$ cat config.mk
export PLATFORM = sky130hd
export DESIGN_NAME = aux_req_ctrl
export DESIGN_NICKNAME = d
export VERILOG_FILES = /design/src/rtl/aux_req_pkg.sv /design/src/rtl/aux_req_buf.sv /design/src/rtl/aux_req_seq.sv /design/src/rtl/aux_req_ctrl.sv
export SDC_FILE = /design/constraint.sdc
export NUM_CORES = 1
export LEC_CHECK = 0
export BUFFER_PORTS_ARGS = -buffer_cell sky130_fd_sc_hd__buf_2
export CAP_MARGIN = 5
export CORE_MARGIN = 2
export CORE_UTILIZATION = 55
export CTS_BUF_LIST = sky130_fd_sc_hd__clkbuf_4 sky130_fd_sc_hd__clkbuf_8 sky130_fd_sc_hd__clkbuf_16
export CTS_CLUSTER_SIZE = 28
export DETAILED_ROUTE_END_ITERATION = 6
export PLACE_DENSITY = 0.72
export SKIP_CTS_REPAIR_TIMING = 1
export SLEW_MARGIN = 20
export SYNTH_ARGS = -nofsm -noshare
export SYNTH_HDL_FRONTEND = slang
export SYNTH_SLANG_ARGS = --single-unit
$ cat constraint.sdc
create_clock -name clk -period 7.1 [get_ports clk]
set_input_delay 1.42 -clock clk [delete_from_list [all_inputs] [get_ports clk]]
set_output_delay 1.42 -clock clk [all_outputs]
set_load 0.01 [all_outputs]
$ cat src/rtl/aux_req_pkg.sv
package aux_req_pkg;
  localparam int BUF_DEPTH = 16;
  localparam int BUF_IW    = $clog2(BUF_DEPTH);

  typedef enum logic [2:0] {S_IDLE, S_SEND, S_WAIT, S_RECV, S_GAP} seq_state_t;

  localparam logic [3:0] RPL_ACK    = 4'h0;
  localparam logic [3:0] RPL_NACK   = 4'h1;
  localparam logic [3:0] RPL_NDEFER = 4'h2;
  localparam logic [3:0] RPL_IDEFER = 4'h8;

  // Header byte idx (0..3) of an outgoing request
  function automatic logic [7:0] hdr_byte(input logic [1:0] idx, input logic [3:0] cmd,
                                          input logic [19:0] addr,
                                          input logic [BUF_IW-1:0] lenm1);
    case (idx)
      2'd0:    return {cmd, addr[19:16]};
      2'd1:    return addr[15:8];
      2'd2:    return addr[7:0];
      default: return 8'(lenm1);
    endcase
  endfunction

  // Number of bytes a request occupies on the line
  function automatic logic [4:0] tx_total(input logic aonly, input logic is_rd,
                                          input logic [BUF_IW-1:0] lenm1);
    if (aonly)      return 5'd3;
    else if (is_rd) return 5'd4;
    else            return 5'd5 + 5'(lenm1);
  endfunction

  function automatic int unsigned interval_us(input logic [1:0] code);
    case (code)
      2'd0:    return 600;
      2'd1:    return 800;
      2'd2:    return 1000;
      default: return 1800;
    endcase
  endfunction

  function automatic logic is_defer(input logic [3:0] code);
    return (code == RPL_NDEFER) || (code == RPL_IDEFER);
  endfunction

  function automatic logic [3:0] status_of(input logic [3:0] code);
    case (code)
      RPL_ACK:                return 4'd0;
      RPL_NACK:               return 4'd1;
      RPL_NDEFER, RPL_IDEFER: return 4'd2;
      default:                return 4'd3;
    endcase
  endfunction
endpackage

$ cat src/rtl/aux_req_buf.sv
module aux_req_buf
  import aux_req_pkg::*;
(
  input  logic              clk,
  input  logic              rst_n,
  input  logic              clr,
  input  logic              host_we,
  input  logic [BUF_IW-1:0] host_idx,
  input  logic [7:0]        host_wdata,
  output logic [7:0]        host_rdata,
  input  logic              line_we,
  input  logic [BUF_IW-1:0] line_idx,
  input  logic [7:0]        line_wdata,
  input  logic [BUF_IW-1:0] seq_idx,
  output logic [7:0]        seq_rdata
);
  logic [7:0] mem_q [BUF_DEPTH];

  always_ff @(posedge clk) begin
    for (int i = 0; i < BUF_DEPTH; i++) begin
      if (!rst_n || clr)                             mem_q[i] <= '0;
      else if (line_we && line_idx == BUF_IW'(i))    mem_q[i] <= line_wdata;
      else if (host_we && host_idx == BUF_IW'(i))    mem_q[i] <= host_wdata;
    end
  end

  assign host_rdata = mem_q[host_idx];
  assign seq_rdata  = mem_q[seq_idx];
endmodule

$ cat src/rtl/aux_req_seq.sv
module aux_req_seq
  import aux_req_pkg::*;
#(
  parameter int US_CYCLES = 125,
  parameter int RETRY_W   = 3
)(
  input  logic               clk,
  input  logic               rst_n,
  input  logic               start,
  input  logic [3:0]         cmd,
  input  logic [19:0]        addr,
  input  logic [BUF_IW-1:0]  lenm1,
  input  logic               aonly,
  input  logic               retry_en,
  input  logic [RETRY_W-1:0] retry_max,
  input  logic [1:0]         intv_code,
  input  logic [7:0]         buf_rd_data,
  output logic [BUF_IW-1:0]  buf_rd_idx,
  output logic               buf_wr_en,
  output logic [BUF_IW-1:0]  buf_wr_idx,
  output logic [7:0]         buf_wr_data,
  output logic               tx_valid,
  output logic [7:0]         tx_data,
  output logic               tx_last,
  input  logic               rx_valid,
  input  logic [7:0]         rx_data,
  input  logic               rx_last,
  output logic               busy,
  output logic               gap,
  output logic               done,
  output logic [3:0]         done_code,
  output logic [3:0]         done_status
);
  localparam int GAP_MAX = 1800 * US_CYCLES;
  localparam int GAP_W   = $clog2(GAP_MAX + 1);

  seq_state_t         st_q;
  logic [4:0]         idx_q;
  logic [BUF_IW:0]    ridx_q;
  logic [RETRY_W-1:0] tries_q;
  logic [GAP_W-1:0]   gap_q;
  logic [3:0]         rcode_q;
  logic [4:0]         n_tx;
  logic               end_evt, retry_take;
  logic [3:0]         end_code;

  assign n_tx       = tx_total(aonly, cmd[0], lenm1);
  assign tx_valid   = (st_q == S_SEND);
  assign tx_last    = tx_valid && (idx_q == n_tx - 5'd1);
  assign buf_rd_idx = BUF_IW'(idx_q - 5'd4);

  always_comb begin
    if (idx_q < 5'd4) tx_data = hdr_byte(idx_q[1:0], cmd, addr, lenm1);
    else              tx_data = buf_rd_data;
  end

  assign end_evt     = rx_valid && rx_last && (st_q == S_WAIT || st_q == S_RECV);
  assign end_code    = (st_q == S_WAIT) ? rx_data[7:4] : rcode_q;
  assign retry_take  = end_evt && is_defer(end_code) && retry_en && (tries_q < retry_max);
  assign done        = end_evt && !retry_take;
  assign done_code   = end_code;
  assign done_status = status_of(end_code);
  assign busy        = (st_q != S_IDLE);
  assign gap         = (st_q == S_GAP);

  assign buf_wr_en   = (st_q == S_RECV) && rx_valid && (rcode_q == RPL_ACK) && cmd[0] &&
                       !ridx_q[BUF_IW];
  assign buf_wr_idx  = ridx_q[BUF_IW-1:0];
  assign buf_wr_data = rx_data;

  always_ff @(posedge clk) begin
    if (!rst_n) begin
      st_q    <= S_IDLE;
      idx_q   <= '0;
      ridx_q  <= '0;
      tries_q <= '0;
      gap_q   <= '0;
      rcode_q <= '0;
    end else begin
      case (st_q)
        S_IDLE: if (start) begin
          st_q    <= S_SEND;
          idx_q   <= '0;
          tries_q <= '0;
        end
        S_SEND: begin
          idx_q <= idx_q + 5'd1;
          if (tx_last) st_q <= S_WAIT;
        end
        S_WAIT: if (rx_valid) begin
          rcode_q <= rx_data[7:4];
          ridx_q  <= '0;
          st_q    <= S_RECV;
        end
        S_RECV: if (rx_valid && !ridx_q[BUF_IW]) ridx_q <= ridx_q + 1'b1;
        S_GAP: begin
          if (gap_q == '0) begin
            st_q  <= S_SEND;
            idx_q <= '0;
          end else begin
            gap_q <= gap_q - 1'b1;
          end
        end
        default: st_q <= S_IDLE;
      endcase
      if (end_evt) begin
        if (retry_take) begin
          st_q    <= S_GAP;
          tries_q <= tries_q + 1'b1;
          gap_q   <= GAP_W'(interval_us(intv_code) * US_CYCLES - 1);
        end else begin
          st_q <= S_IDLE;
        end
      end
    end
  end
endmodule

$ cat src/rtl/aux_req_ctrl.sv
module aux_req_ctrl
  import aux_req_pkg::*;
#(
  parameter int US_CYCLES = 125,
  parameter int RETRY_W   = 3
)(
  input  logic       clk,
  input  logic       rst_n,
  input  logic       reg_we,
  input  logic [5:0] reg_addr,
  input  logic [7:0] reg_wdata,
  output logic [7:0] reg_rdata,
  output logic       tx_valid,
  output logic [7:0] tx_data,
  output logic       tx_last,
  input  logic       rx_valid,
  input  logic [7:0] rx_data,
  input  logic       rx_last
);
  localparam logic [5:0] A_CTL = 6'h00;
  localparam logic [5:0] A_AD0 = 6'h01;
  localparam logic [5:0] A_AD1 = 6'h02;
  localparam logic [5:0] A_AD2 = 6'h03;
  localparam logic [5:0] A_GO  = 6'h04;
  localparam logic [5:0] A_STS = 6'h05;
  localparam logic [5:0] A_RXC = 6'h06;
  localparam logic [5:0] A_CST = 6'h07;
  localparam logic [5:0] A_BUF = 6'h08;
  localparam logic [5:0] A_RTY = 6'h09;

  logic [7:0]         ctl_q;
  logic [19:0]        addr_q;
  logic               aonly_q;
  logic               sts_rpl_q, sts_err_q;
  logic [3:0]         rxcmd_q, chsta_q;
  logic               rty_en_q;
  logic [1:0]         rty_int_q;
  logic [RETRY_W-1:0] rty_cnt_q;

  logic              busy_w, gap_w, done_w;
  logic [3:0]        done_code_w, done_st_w;
  logic              cfg_we, start_w, buf_sel, buf_clr_w, host_buf_we, sts_w1c;
  logic [BUF_IW-1:0] seq_rd_idx, line_wr_idx;
  logic [7:0]        seq_rd_data, host_rd_data, line_wr_data;
  logic              line_we;

  assign cfg_we      = reg_we && !busy_w;
  assign buf_sel     = (reg_addr[5:4] == 2'b01);
  assign start_w     = cfg_we && (reg_addr == A_GO) && reg_wdata[0];
  assign host_buf_we = cfg_we && buf_sel;
  assign buf_clr_w   = cfg_we && (reg_addr == A_BUF) && reg_wdata[7];
  assign sts_w1c     = reg_we && (reg_addr == A_STS);

  always_ff @(posedge clk) begin
    if (!rst_n) begin
      ctl_q     <= '0;
      addr_q    <= '0;
      aonly_q   <= 1'b0;
      rty_en_q  <= 1'b0;
      rty_int_q <= '0;
      rty_cnt_q <= '0;
    end else if (cfg_we) begin
      case (reg_addr)
        A_CTL: ctl_q          <= reg_wdata;
        A_AD0: addr_q[7:0]    <= reg_wdata;
        A_AD1: addr_q[15:8]   <= reg_wdata;
        A_AD2: addr_q[19:16]  <= reg_wdata[3:0];
        A_GO:  if (reg_wdata[0]) aonly_q <= reg_wdata[1];
        A_RTY: begin
          rty_en_q  <= reg_wdata[7];
          rty_int_q <= reg_wdata[4:3];
          rty_cnt_q <= reg_wdata[RETRY_W-1:0];
        end
        default: ;
      endcase
    end
  end

  // Completion sets, write-one clears; a set in the same cycle wins
  always_ff @(posedge clk) begin
    if (!rst_n) begin
      sts_rpl_q <= 1'b0;
      sts_err_q <= 1'b0;
      rxcmd_q   <= '0;
      chsta_q   <= '0;
    end else begin
      sts_rpl_q <= done_w | (sts_rpl_q & ~(sts_w1c & reg_wdata[1]));
      sts_err_q <= (done_w && done_st_w != 4'd0) | (sts_err_q & ~(sts_w1c & reg_wdata[0]));
      if (done_w) begin
        rxcmd_q <= done_code_w;
        chsta_q <= done_st_w;
      end
    end
  end

  always_comb begin
    reg_rdata = '0;
    if (buf_sel) reg_rdata = host_rd_data;
    else begin
      case (reg_addr)
        A_CTL: reg_rdata = ctl_q;
        A_AD0: reg_rdata = addr_q[7:0];
        A_AD1: reg_rdata = addr_q[15:8];
        A_AD2: reg_rdata = {4'h0, addr_q[19:16]};
        A_GO:  reg_rdata = {6'h0, aonly_q, busy_w};
        A_STS: reg_rdata = {6'h0, sts_rpl_q, sts_err_q};
        A_RXC: reg_rdata = {4'h0, rxcmd_q};
        A_CST: reg_rdata = {4'h0, chsta_q};
        A_RTY: begin
          reg_rdata[7]           = rty_en_q;
          reg_rdata[4:3]         = rty_int_q;
          reg_rdata[RETRY_W-1:0] = rty_cnt_q;
        end
        default: reg_rdata = '0;
      endcase
    end
  end

  aux_req_buf u_buf (
    .clk        (clk),
    .rst_n      (rst_n),
    .clr        (buf_clr_w),
    .host_we    (host_buf_we),
    .host_idx   (reg_addr[BUF_IW-1:0]),
    .host_wdata (reg_wdata),
    .host_rdata (host_rd_data),
    .line_we    (line_we),
    .line_idx   (line_wr_idx),
    .line_wdata (line_wr_data),
    .seq_idx    (seq_rd_idx),
    .seq_rdata  (seq_rd_data)
  );

  aux_req_seq #(.US_CYCLES(US_CYCLES), .RETRY_W(RETRY_W)) u_seq (
    .clk         (clk),
    .rst_n       (rst_n),
    .start       (start_w),
    .cmd         (ctl_q[3:0]),
    .addr        (addr_q),
    .lenm1       (ctl_q[7:4]),
    .aonly       (aonly_q),
    .retry_en    (rty_en_q),
    .retry_max   (rty_cnt_q),
    .intv_code   (rty_int_q),
    .buf_rd_data (seq_rd_data),
    .buf_rd_idx  (seq_rd_idx),
    .buf_wr_en   (line_we),
    .buf_wr_idx  (line_wr_idx),
    .buf_wr_data (line_wr_data),
    .tx_valid    (tx_valid),
    .tx_data     (tx_data),
    .tx_last     (tx_last),
    .rx_valid    (rx_valid),
    .rx_data     (rx_data),
    .rx_last     (rx_last),
    .busy        (busy_w),
    .gap         (gap_w),
    .done        (done_w),
    .done_code   (done_code_w),
    .done_status (done_st_w)
  );
endmodule

Word level (Yosys, flattened, before mapping)
Memory sizes are Yosys's and may differ from the RTL's. Cells that the tools add are included. Widths: inputs -> output; s select.

Input port bits: 27. Memories: 1. Memory bits (writable): 128. Bits in registers: 83. Logic and storage cells: 395. Output and inout bits: 18.

Memories: u_buf.mem_q (depth 16, width 8, rd ports 2, clocked after memory_dff 0, write ports 16, line aux_req_buf.sv:17) `logic [7:0] mem_q [BUF_DEPTH];`.

Reduce and logical (&&, ||, !) cells: 83. Eq/ne operators: 61. $lt $le $gt $ge: 2. Muxes and demuxes: 181. Bitwise gates (word level): 40. Add/subtract/negate cells: 8. Multipliers: 1.

Operators by type and width (number): $mux 8 (34); $mux 1 (114); $mux 32 (3); $mux 18 (4); $eq 4x4->1 const B (17); $logic_and 1x1->1 (52); $pmux 5 s9 (1); $sub 18x1->18 const B (2); $or 1x1->1 (34); $pmux 11 s3 (1); $eq 4x3->1 const B (8); $mul 32x7->18 const B (1); $mux 3 (10); $mux 5 (6); $eq 6x3->1 const B (4); $pmux 8 s3 (1); $eq 4x2->1 const B (5); $logic_not 18->1 (1); $logic_not 4->1 (4); $pmux 3 s5 (1); $pmux 5 s3 (1); $eq 4x1->1 const B (3); $eq 6x2->1 const B (2); $eq 6x4->1 const B (2); other kinds (37) (65).

Logic depth before layout (Yosys ltp)
Depth in word-level cells: 14. Gate-level depth with buffers: 10.

By module
Synthesis repeated with hierarchy kept, for this count alone.

Cell total of the unflattened synthesis: 1160. Area total of the unflattened synthesis: 13357.8 um^2.

By module, submodules not included: aux_req_buf (area an instance 8229.1 um^2, cells each 532, instances 1); aux_req_seq (area an instance 2890.3 um^2, cells each 381, instances 1); aux_req_ctrl (area an instance 2238.4 um^2, cells each 247, instances 1).

Worst setup path after synthesis
OpenSTA, ideal clock, no wires.

Kind: input to output. Start point: in reg_addr[0]. End point: out reg_rdata[1]. Buffers on the path: 2. Setup slack: 2584 ps. Stages: 6. Data required time: 5680 ps. Data arrival time: 3096 ps. Path through: buf_4 buf_2 mux4_2 mux4_2 inv_1 o221ai_1.

Word-level cells in the longest chain between the ends: 3. Elaborated cells on any way between the ends: 12. Those cells by class: 8 x eq/ne; 2 x mux; 1 x reduce/logical; 1 x memory.

Ends and longest elaborated chain: start, declared (line aux_req_ctrl.sv:10) `input logic [5:0] reg_addr,`; $eq 6x4->1 (tied with other cells) (line aux_req_ctrl.sv:100) `case (reg_addr)`; $pmux 5 s9 (line aux_req_ctrl.sv:100); $mux 8 * (line aux_req_ctrl.sv:98) `if (buf_sel) reg_rdata = host_rd_data;`; end, declared (line aux_req_ctrl.sv:12) `output logic [7:0] reg_rdata,`.

Every way passes the cells marked *; elsewhere a longest branch is shown, timed or not.

Worst setup path in the final report
Start point: in reg_addr[1]. End point: out reg_rdata[3].

The elaborated chain is that of the path after synthesis.

==> impl_metrics.toml <==
[synth]
synth_ff_type = "edfxtp_1"
synth_area_leader_cell = "edfxtp_1"
syn_area_per_cell_um2 = 11.3
yosys_warnings = 0
synth_area_um2 = 12400
synthArstFlopShare_pct = 0
ys_seq_area_share_pct = 44.1
synth_edf_count = 128
synth_common_cells = "edfxtp_1 (128), a22o_1 (121), nand2_1 (85)"
yosys.cell_count.top_type = "edfxtp_1"
synth_cells = 1096
synth_cell_types = 70
ys_seq_elements = 209
synth_nets = 1145
synth.top_cell.area_share_pct = 31.0
synth.area.top_cells = "edfxtp_1 (31%), mux4_2 (15%), dfxtp_1 (13%)"

[place]
gp_congestion = 0.989
io_buffers = 44
hpwl_mm = 26.4

[setup_path]
crit_fanout = 31
path_buf_inv = 3
crit_family = "simple AND/OR/NAND/NOR gates"
crit_path_frequent_cell = "buf_2"
criticalPathCategory = "input port to output pin"
worstPathCellList = "buf_2 > buf_4 > nor2b_1 > and3_1 > a21oi_1 > o21ai_0 > buf_2"
critical_path_arrival_ns = 4.01
slowest_stage = "nor2b_1"
cp-start-kind = "input port"
cpPeakStageDelay_ns = 0.89
required_ns = 5.68
endpoint_kind = "output pin"

[grt]
grt_max_degree = 61
grt_use_total_pct = 32.9
grt_pass1_vias = 9398
antenna_found_initial = 0
grt_pass1_wl_mm = 58.6
gr-total-overflow = 0

[clocking]
cts_buffer_depth = 3
clk_latency_ns = 0.52
htreeDepth = 1
root_buffer = "clkbuf_16"
cts_tree = "built"
cts_buffers = 23
clkSinkCount = 209
cts.clk_slew.worst_paths_ns = 0.07

[timing]
period_share_pct = 76.5
clock_skew_ns = 0.00955
period_needed_ns = 5.43
slew_headroom_pct = 25.7
whs_ns = 0.463
hold_viol = 0
rsz0062_at_grt = "no"
final_max_slew_viol_count = 0
worstMarginPinSlew_ns = 1.11
setup-violations-final = 0
timing.setup.tns_ns = 0
max_freq_mhz = 184

[layout]
n_fill_cell = 1795
area_growth_pct = 7.92
antenna_cells = 0
fin_nets = 1127
layout-drive-gt1-share_pct = 19.8

[die]
io_pins = 45
start_util_pct = 56.4
fp.dieH_um = 154
core_area_um2 = 22000
row_count = 54
dieArea_um2 = 23700
fp.dieW_um = 154

[drt]
drt_iter0_drc = 1249
drc = 0
ant_nets = 0
firstDrtPassIters = 5
vias = 9948
avgViaCountPerCell = 7.25
routed_wl_mm = 39.2
wl_per_cell_um = 28.6

[pwr]
power_density_nw_per_um2 = 216
irDropWorstVdd_mv = 0.188
p_leak_nw = 4.57

[run_status]
outcome = "completed"

[flow_run]
cap_viol_max_count = 0

[hold_path]
hp-class = "register to register"
[sequential cells by signal, summed over array words and instances (netlist names), 2 cells and up]
register / count
u_seq.tries_q: 3
addr_q: 20
u_seq.st_q: 3
rxcmd_q: 4
chsta_q: 2
u_seq.rcode_q: 4
rty_cnt_q: 3
u_seq.idx_q: 5
ctl_q: 8
rty_int_q: 2
u_seq.ridx_q: 5
u_buf.mem_q: 128
u_seq.gap_q: 18
[kinds of logic (layout without fill, tap and decap cells)]
| group | after synthesis | count (layout) | share of synthesized area (%) |
|---|---|---|---|
| XOR/XNOR | 28 | 28 | 1.98 |
| multiplexers | 112 | 112 | 17.4 |
| AO/OA/AOI/OAI | 298 | 298 | 17.8 |
| adder cells (fa/ha/maj) | 22 | 22 | 2.22 |
| AND/OR/NAND/NOR | 304 | 304 | 12.5 |
| buffers and inverters | 123 | 120 | 4.04 |
| flip-flops | 209 | 209 | 44.1 |
[worst paths after layout]
| check | slack, ns | start | cells after the start | endpoint |
|---|---|---|---|---|
| worst max-delay path | 1.67 | reg_addr[1] | 7 | reg_rdata[3] |
| worst min-delay path | 0.46 | sts_rpl_q | 2 | sts_rpl_q |
| worst max register to register | 3.68 | u_seq.st_q[1] | 6 | u_seq.gap_q[6] |
| worst min register to register | 0.46 | sts_rpl_q | 2 | sts_rpl_q |
[stage by stage]
stage               cell area [µm²]  utilization (%)  std cells  setup slack [ns]  power (mW)
floorplan                     12400                -       1096              2.58        1.61
global placement              12600             57.5       1333              1.84        1.72
detailed placement            12600             57.5       1333              1.78        1.72
CTS                           13400             60.8       1373              1.74        2.89
global route                  13400             60.9       1373              1.58        2.96
finish                        13400             60.9       1373              1.67        2.89
[worst reg2reg max path, cell delays in order (launching register included)]
cell	delay, ns
dfxtp_1	0.64
nor3b_2	0.78
mux2i_1	0.40
nand2_1	0.15
or3_2	0.80
o21ai_0	0.42
a21oi_1	0.08
[layout by cell type (no fill, tap or decap), types with 6 or more instances in the layout]
master and instances:
nor3_1 9, nor2_2 15, nand4_1 8, buf_2 43
edfxtp_1 128, xor2_1 11, nor2_1 80, nand3_1 47
o21ai_0 25, a22o_1 121, xnor2_1 17, dfxtp_1 79
a211oi_1 13, inv_1 28, a21oi_1 74, a222oi_1 8
o221ai_1 20, nor2b_1 6, buf_4 8, nand2_1 85
mux4_2 80, ha_1 22, nand2b_1 11, mux2i_1 26
clkbuf_16 23
[power by group]
part	internal, mW	total, mW	switching [mW]
sequential	1.32	1.37	0.0516
clock	0.686	1.18	0.495
combinational	0.139	0.339	0.200
[per-layer routing]
| layer | GRT usage (%) | wire (µm) | vias up |
|---|---|---|---|
| met2 | 47.6 | 16600 | 783 |
| li1 | - | - | 4255 |
| met4 | 14.1 | 2050 | 0 |
| met1 | 46.0 | 14900 | 4766 |
| met3 | 10.5 | 5710 | 144 |
| met5 | 0 | 0 | - |
[layout make-up]
cell class / count / area, µm² / share of cell area [%]
clock buffer: 28 / 613 / 4.59
clock inverter: 12 / 114 / 0.851
inverter: 29 / 109 / 0.814
multi-input combinational: 764 / 6440 / 48.2
sequential: 209 / 5470 / 40.9
tap: 280 / 350 / 2.62
timing repair buffer: 51 / 275 / 2.06
No activity file was read; power rests on OpenSTA's default activity.
